===== src/rtl/sadc_host_seq.sv =====
module sadc_host_seq #(
  parameter int CLK_HZ      = 8_000_000,
  parameter int SCLK_MAX_HZ = 2_000_000,
  parameter int SCLK_MIN_HZ = 100_000,
  parameter int DIV_W       = 8,
  parameter int RES_W       = 10,
  parameter int PRE_BITS    = 16
) (
  input  logic             clk,
  input  logic             rst_n,
  input  logic [DIV_W-1:0] half_div,
  input  logic [1:0]       frame_mode,
  input  logic             req_valid,
  output logic             req_ready,
  input  logic [2:0]       req_chan,
  input  logic             req_unipolar,
  input  logic             req_single,
  input  logic [1:0]       req_pd,
  output logic             cs_n,
  output logic             sclk,
  output logic             din,
  input  logic             dout,
  output logic             res_valid,
  input  logic             res_ready,
  output logic [RES_W-1:0] res_data,
  output logic [2:0]       res_chan
);

  localparam int CTL_W    = 8;
  localparam int SGL_LEN  = 24;
  localparam int PW       = $clog2(SGL_LEN + 1);
  localparam int PCW      = $clog2(PRE_BITS);
  localparam int HMIN     = (CLK_HZ + 2*SCLK_MAX_HZ - 1) / (2*SCLK_MAX_HZ);
  localparam int HMAX     = CLK_HZ / (2*SCLK_MIN_HZ);
  localparam logic [DIV_W-1:0] HMIN_V = DIV_W'(HMIN);
  localparam logic [DIV_W-1:0] HMAX_V = DIV_W'(HMAX);
  localparam logic [PW-1:0] RX_FIRST = PW'(CTL_W);
  localparam logic [PW-1:0] RX_LAST  = PW'(CTL_W + RES_W - 1);
  localparam logic [PW-1:0] SGL_END  = PW'(SGL_LEN - 1);
  localparam logic [PW-1:0] P15      = PW'(15);
  localparam logic [PW-1:0] P16      = PW'(16);

  typedef enum logic [1:0] {S_IDLE, S_PRE, S_RUN} st_t;

  st_t              st;
  logic [DIV_W-1:0] dcnt;
  logic [PW-1:0]    tp;
  logic [PCW-1:0]   pcnt;
  logic [CTL_W-1:0] ctl_sh;
  logic [RES_W-2:0] rx_sh;
  logic [2:0]       cur_chan, old_chan;
  logic             carry, pre_done;

  wire ovl       = (frame_mode == 2'd1) || (frame_mode == 2'd2);
  wire [PW-1:0] per   = (frame_mode == 2'd1) ? P16 : P15;
  wire [PW-1:0] last  = ovl ? RX_LAST : SGL_END;
  wire [PW-1:0] oidx  = tp + per;
  wire cfg_ok    = (half_div >= HMIN_V) && (half_div <= HMAX_V);
  wire stall     = res_valid && !res_ready;
  wire tick      = (st != S_IDLE) && !stall && (dcnt == half_div - DIV_W'(1));
  wire rise      = tick && !sclk;
  wire fall      = tick && sclk;
  wire at_seam   = (st == S_RUN) && ovl && (tp == per - PW'(1));
  wire pre_end   = (st == S_PRE) && (pcnt == PCW'(PRE_BITS - 1));
  wire run_rise  = rise && (st == S_RUN);
  wire cap       = run_rise && ((tp >= RX_FIRST && tp <= RX_LAST) || (carry && oidx <= RX_LAST));
  wire done_own  = run_rise && (tp == RX_LAST);
  wire done_old  = run_rise && carry && (oidx == RX_LAST);
  wire [CTL_W-1:0] new_ctl = {1'b1, req_chan, req_unipolar, req_single, req_pd};

  assign req_ready = cfg_ok && (((st == S_IDLE) && pre_done) || (fall && (pre_end || at_seam)));
  assign din       = ctl_sh[CTL_W-1];
  wire   take      = req_valid && req_ready;

  always_ff @(posedge clk) begin
    if (!rst_n) begin
      st <= S_IDLE; cs_n <= 1'b1; sclk <= 1'b0; dcnt <= '0; tp <= '0; pcnt <= '0;
      ctl_sh <= '0; rx_sh <= '0; cur_chan <= '0; old_chan <= '0; carry <= 1'b0;
      pre_done <= 1'b0; res_valid <= 1'b0; res_data <= '0; res_chan <= '0;
    end else begin
      if (res_valid && res_ready) res_valid <= 1'b0;
      if (st == S_IDLE || tick) dcnt <= '0;
      else if (!stall)          dcnt <= dcnt + DIV_W'(1);
      if (cap) rx_sh <= {rx_sh[RES_W-3:0], dout};
      if (done_own || done_old) begin
        res_valid <= 1'b1;
        res_data  <= {rx_sh, dout};
        res_chan  <= done_old ? old_chan : cur_chan;
      end
      if (done_old) carry <= 1'b0;
      if (rise) sclk <= 1'b1;
      case (st)
        S_IDLE: if (cfg_ok && req_valid) begin
          cs_n <= 1'b0;
          if (pre_done) begin
            st <= S_RUN; tp <= '0; ctl_sh <= new_ctl; cur_chan <= req_chan; carry <= 1'b0;
          end else begin
            st <= S_PRE; pcnt <= '0;
          end
        end
        S_PRE: if (fall) begin
          sclk <= 1'b0;
          if (pre_end) begin
            pre_done <= 1'b1;
            if (take) begin
              st <= S_RUN; tp <= '0; ctl_sh <= new_ctl; cur_chan <= req_chan; carry <= 1'b0;
            end else begin
              st <= S_IDLE; cs_n <= 1'b1;
            end
          end else pcnt <= pcnt + PCW'(1);
        end
        S_RUN: if (fall) begin
          sclk <= 1'b0;
          if (take) begin
            tp <= '0; ctl_sh <= new_ctl; old_chan <= cur_chan; cur_chan <= req_chan; carry <= 1'b1;
          end else if (tp == last) begin
            st <= S_IDLE; cs_n <= 1'b1; ctl_sh <= '0;
          end else begin
            tp <= tp + PW'(1); ctl_sh <= {ctl_sh[CTL_W-2:0], 1'b0};
          end
        end
        default: st <= S_IDLE;
      endcase
    end
  end

  AST_SCLK_LOW_WHEN_DESELECTED: assert property (@(posedge clk) disable iff (!rst_n) cs_n |-> !sclk);
  AST_DIN_STEADY_SCLK_HIGH: assert property (@(posedge clk) disable iff (!rst_n) sclk |-> $stable(din));
  AST_RESULT_HELD: assert property (@(posedge clk) disable iff (!rst_n)
    (res_valid && !res_ready) |=> (res_valid && $stable(res_data) && $stable(res_chan)));
  AST_CLOCK_FROZEN_ON_STALL: assert property (@(posedge clk) disable iff (!rst_n)
    (res_valid && !res_ready) |=> $stable(sclk));
  AST_BAD_DIVIDER_REFUSED: assert property (@(posedge clk) disable iff (!rst_n)
    (half_div < HMIN_V || half_div > HMAX_V) |-> !req_ready);
  AST_SEAM_ON_FALL_ONLY: assert property (@(posedge clk) disable iff (!rst_n)
    (req_ready && !cs_n) |-> sclk);

endmodule


===== config.mk =====
export PLATFORM = sky130hd
export DESIGN_NAME = sadc_host_seq
export DESIGN_NICKNAME = d
export VERILOG_FILES = /design/src/rtl/sadc_host_seq.sv
export SDC_FILE = /design/constraint.sdc
export NUM_CORES = 1
export LEC_CHECK = 0
export ABC_AREA = 1
export BUFFER_PORTS_ARGS = -buffer_cell sky130_fd_sc_hd__buf_2
export CORE_ASPECT_RATIO = 2
export CORE_MARGIN = 4
export CORE_UTILIZATION = 60
export DETAILED_ROUTE_END_ITERATION = 12
export PLACE_DENSITY = 0.79
export SYNTH_ARGS = -nofsm -noshare
export SYNTH_HDL_FRONTEND = slang
export SYNTH_SLANG_ARGS = --single-unit

===== constraint.sdc =====
create_clock -name clk -period 7.1 [get_ports clk]
set_clock_uncertainty 0.15 [all_clocks]
set_input_delay 0.71 -clock clk [delete_from_list [all_inputs] [get_ports clk]]
set_output_delay 0.71 -clock clk [all_outputs]
set_load 0.02 [all_outputs]

==> metrics <==
Worst Reg-to-Reg Cells=17; Die ar.=7028 µm²; max cap viols=0; Die H=114.6 µm; setup TNS=0 ns; Iter 0 DRT Violations=136; Synth top cells by count=115 x nand2_1, 74 x nor2_1, 60 x dfxtp_1, 48 x inv_1, 45 x nand3_1; critical path capture point type=primary output; synthesized area=3411 µm²; final wirelength=8.210 mm; via count=3277; Hold Path Class=reg -> reg; fmax=0.2690 GHz; Seq/Total Area, Yosys=35.22%; RD Place Congestion=0.9110; max-slew violations=0; RSZ-0062 raised after global routing=false; P_int=0.0005669 W; Post-synth ARST share=0%; CTS buffer count=9; Least-Margin Pin Slew=0.7259 ns; Crit Path Max Fanout=4; min Tclk post-route=3.718 ns; syn nets=535; grt total ovfl=0; PostCTS Resize Cnt=0; run status=completed; clk buf depth=2; pwr dens=205.0 nW/µm²; row count=38; sequential share of power=45.3%; num ports=40; synth warn=0; CP Class=in -> out; share of cells above drive strength 1=13.22%; Syn Inst Count=493; Avg Synthesized Cell Area=6.918 µm²; Reg2Reg Launch Point=st[0]; cell taking the most area after synthesis=dfxtp_1; CTS Hold Buffers Added=0; Final WS setup=3.382 ns; initial antenna violation count=0; pin count of the biggest net entering global routing=30; worst slack, placed=3.376 ns; number of distinct library cells after synthesis=34; WHS=0.3106 ns; Post-synth EDFFs=0; Pleak=1.819 nW; Required @ worst endpoint=6.24 ns; Worst-Skew Late Latency=0.35 ns; DRC Markers=0; clock power share=40.2%; DRT Pass-1 Iters=5; peak supply drop=193.2 µV; post-synth top area share=35.22%; sw power=0.0002194 W; CP Launch Type=primary input; switching share of total power=27.90%; WHS Path Cells=2; setup bufs post-CTS=0; flop2flop setup slack=3.82 ns; WP data arrival=2.86 ns; Final Hold Viols=0; final core utilization=70.14%; diode count=0; Comb pwr share=14.5%; top_reg_cell synth=dfxtp_1; hold wc startpoint=old_chan[2]; die width=61.32 µm; Clock Sinks=60; worst reg2reg endpoint=res_data[5]; IO buf count=39; Clk pin slew, worst setup/hold paths=0.06 ns; first-pass GRT wire length=13.86 mm; H-tree Lvls=3; flops & latches, synth=60; vias in the first global route=3183; Area contributors post-synth=dfxtp_1 35%, nand2_1 13%, nor2_1 8.1%, ha_1 7.0%, nand3_1 6.6%; Tcrit/Tclk final=52.36%; gr usage total=26.21%; wire per inst=13.75 µm; ANT nets after route=0; Rel. slew slack=51.55%; Overall Power=0.0007863 W; vias per cell=5.489; TritonCTS clock tree=done; most frequent cell after synthesis=nand2_1; Final Setup Violations=0; CTS Root Cell=clkbuf_8; core area=5468 µm²; Worst Hold Path EP=old_chan[2]; nets@finish=574; Area Overhead vs Synth=12.44%; initial core utilization=62.38%; DP HPWL=6.208 mm
## cell usage in the layout (no fill, tap or decap), types with 2 or more instances in the layout
| cell type | instances |
|---|---|
| ha_1 | 19 |
| nor2_4 | 4 |
| a21oi_1 | 27 |
| o21ai_0 | 27 |
| clkinv_2 | 2 |
| xor2_1 | 9 |
| buf_2 | 39 |
| clkbuf_8 | 11 |
| inv_2 | 4 |
| nand2_2 | 3 |
| nor3_1 | 9 |
| xnor2_1 | 12 |
| dfxtp_1 | 60 |
| a21o_1 | 2 |
| nand3_1 | 45 |
| nand4_1 | 7 |
| or2_2 | 2 |
| nor2_1 | 74 |
| o211a_1 | 2 |
| nand2_1 | 115 |
| inv_1 | 48 |
## worst max path at each step
stage / startpoint / slack (ns) / end / cells past startpoint
floorplan: half_div[0] / 3.68 / req_ready / 14
global placement: half_div[0] / 3.47 / req_ready / 16
detailed placement: half_div[0] / 3.38 / req_ready / 16
CTS: st[0] / 3.37 / req_ready / 15
global route: st[0] / 3.16 / req_ready / 17
finish: half_div[0] / 3.38 / req_ready / 16
## power groups by stage
stage	sequential, W	clock [W]	combinational [W]
global route	0.000357	0.000337	0.000131
CTS	0.000356	0.000323	0.000115
finish	0.000356	0.000316	0.000114
floorplan	0.000364	0	0.0000805
global placement	0.000363	0	0.000111
detailed placement	0.000363	0	0.000114
## flip-flops by register name (all words and copies together) (netlist names), 4 cells and up
signal    cells
tp            5
ctl_sh        8
rx_sh         9
dcnt          8
res_data     10
pcnt          4
## through the flow
step,area (µm²),instances
3_3_place_gp,3632,581
3_5_place_dp,3632,581
6_report,3835,597
5_1_grt,3835,597
4_1_cts,3835,597
2_1_floorplan,3411,493
## per-layer routing
metal / part of all wire [%] / vias to the layer above / GRT usage (%)
li1: - / 1653 / -
met2: 55 / 76 / 45.97
met1: 38 / 1526 / 27.06
met5: 0 / - / 0
met4: 3.3 / 0 / 13.89
met3: 3.9 / 22 / 6.433
## layout make-up
type	instances	area, µm²
flip-flops and latches	60	1201
clock inverters	4	47.55
repair buffers	39	195.2
multi-input cells	369	1962
well taps	60	75.07
clock buffers	12	155.1
fillers	481	1633
inverters	53	198.9
## cell families (layout without fill, tap and decap cells)
group	Yosys count	count (layout)	share of synthesized area [%]
AO/OA/AOI/OAI	62	62	9.758
multiplexers	1	1	0.2935
flip-flops	60	60	35.22
buffers and inverters	64	108	7.263
adder cells (fa/ha/maj)	20	20	7.557
XOR/XNOR	21	21	5.393
AND/OR/NAND/NOR	265	265	34.52
## critical path, cell delays in order
cell      delay [ns]
buf_2           0.10
inv_1           0.07
ha_1            0.31
nand2_1         0.07
nand2_1         0.05
nor3_1          0.21
o211ai_1        0.11
nor2_1          0.10
nand3_1         0.13
inv_1           0.11
ha_1            0.21
inv_1           0.11
nor3_4          0.22
nor2_4          0.09
nor2_1          0.08
buf_2           0.17
Note: power is estimated with default switching activity, not from simulation.
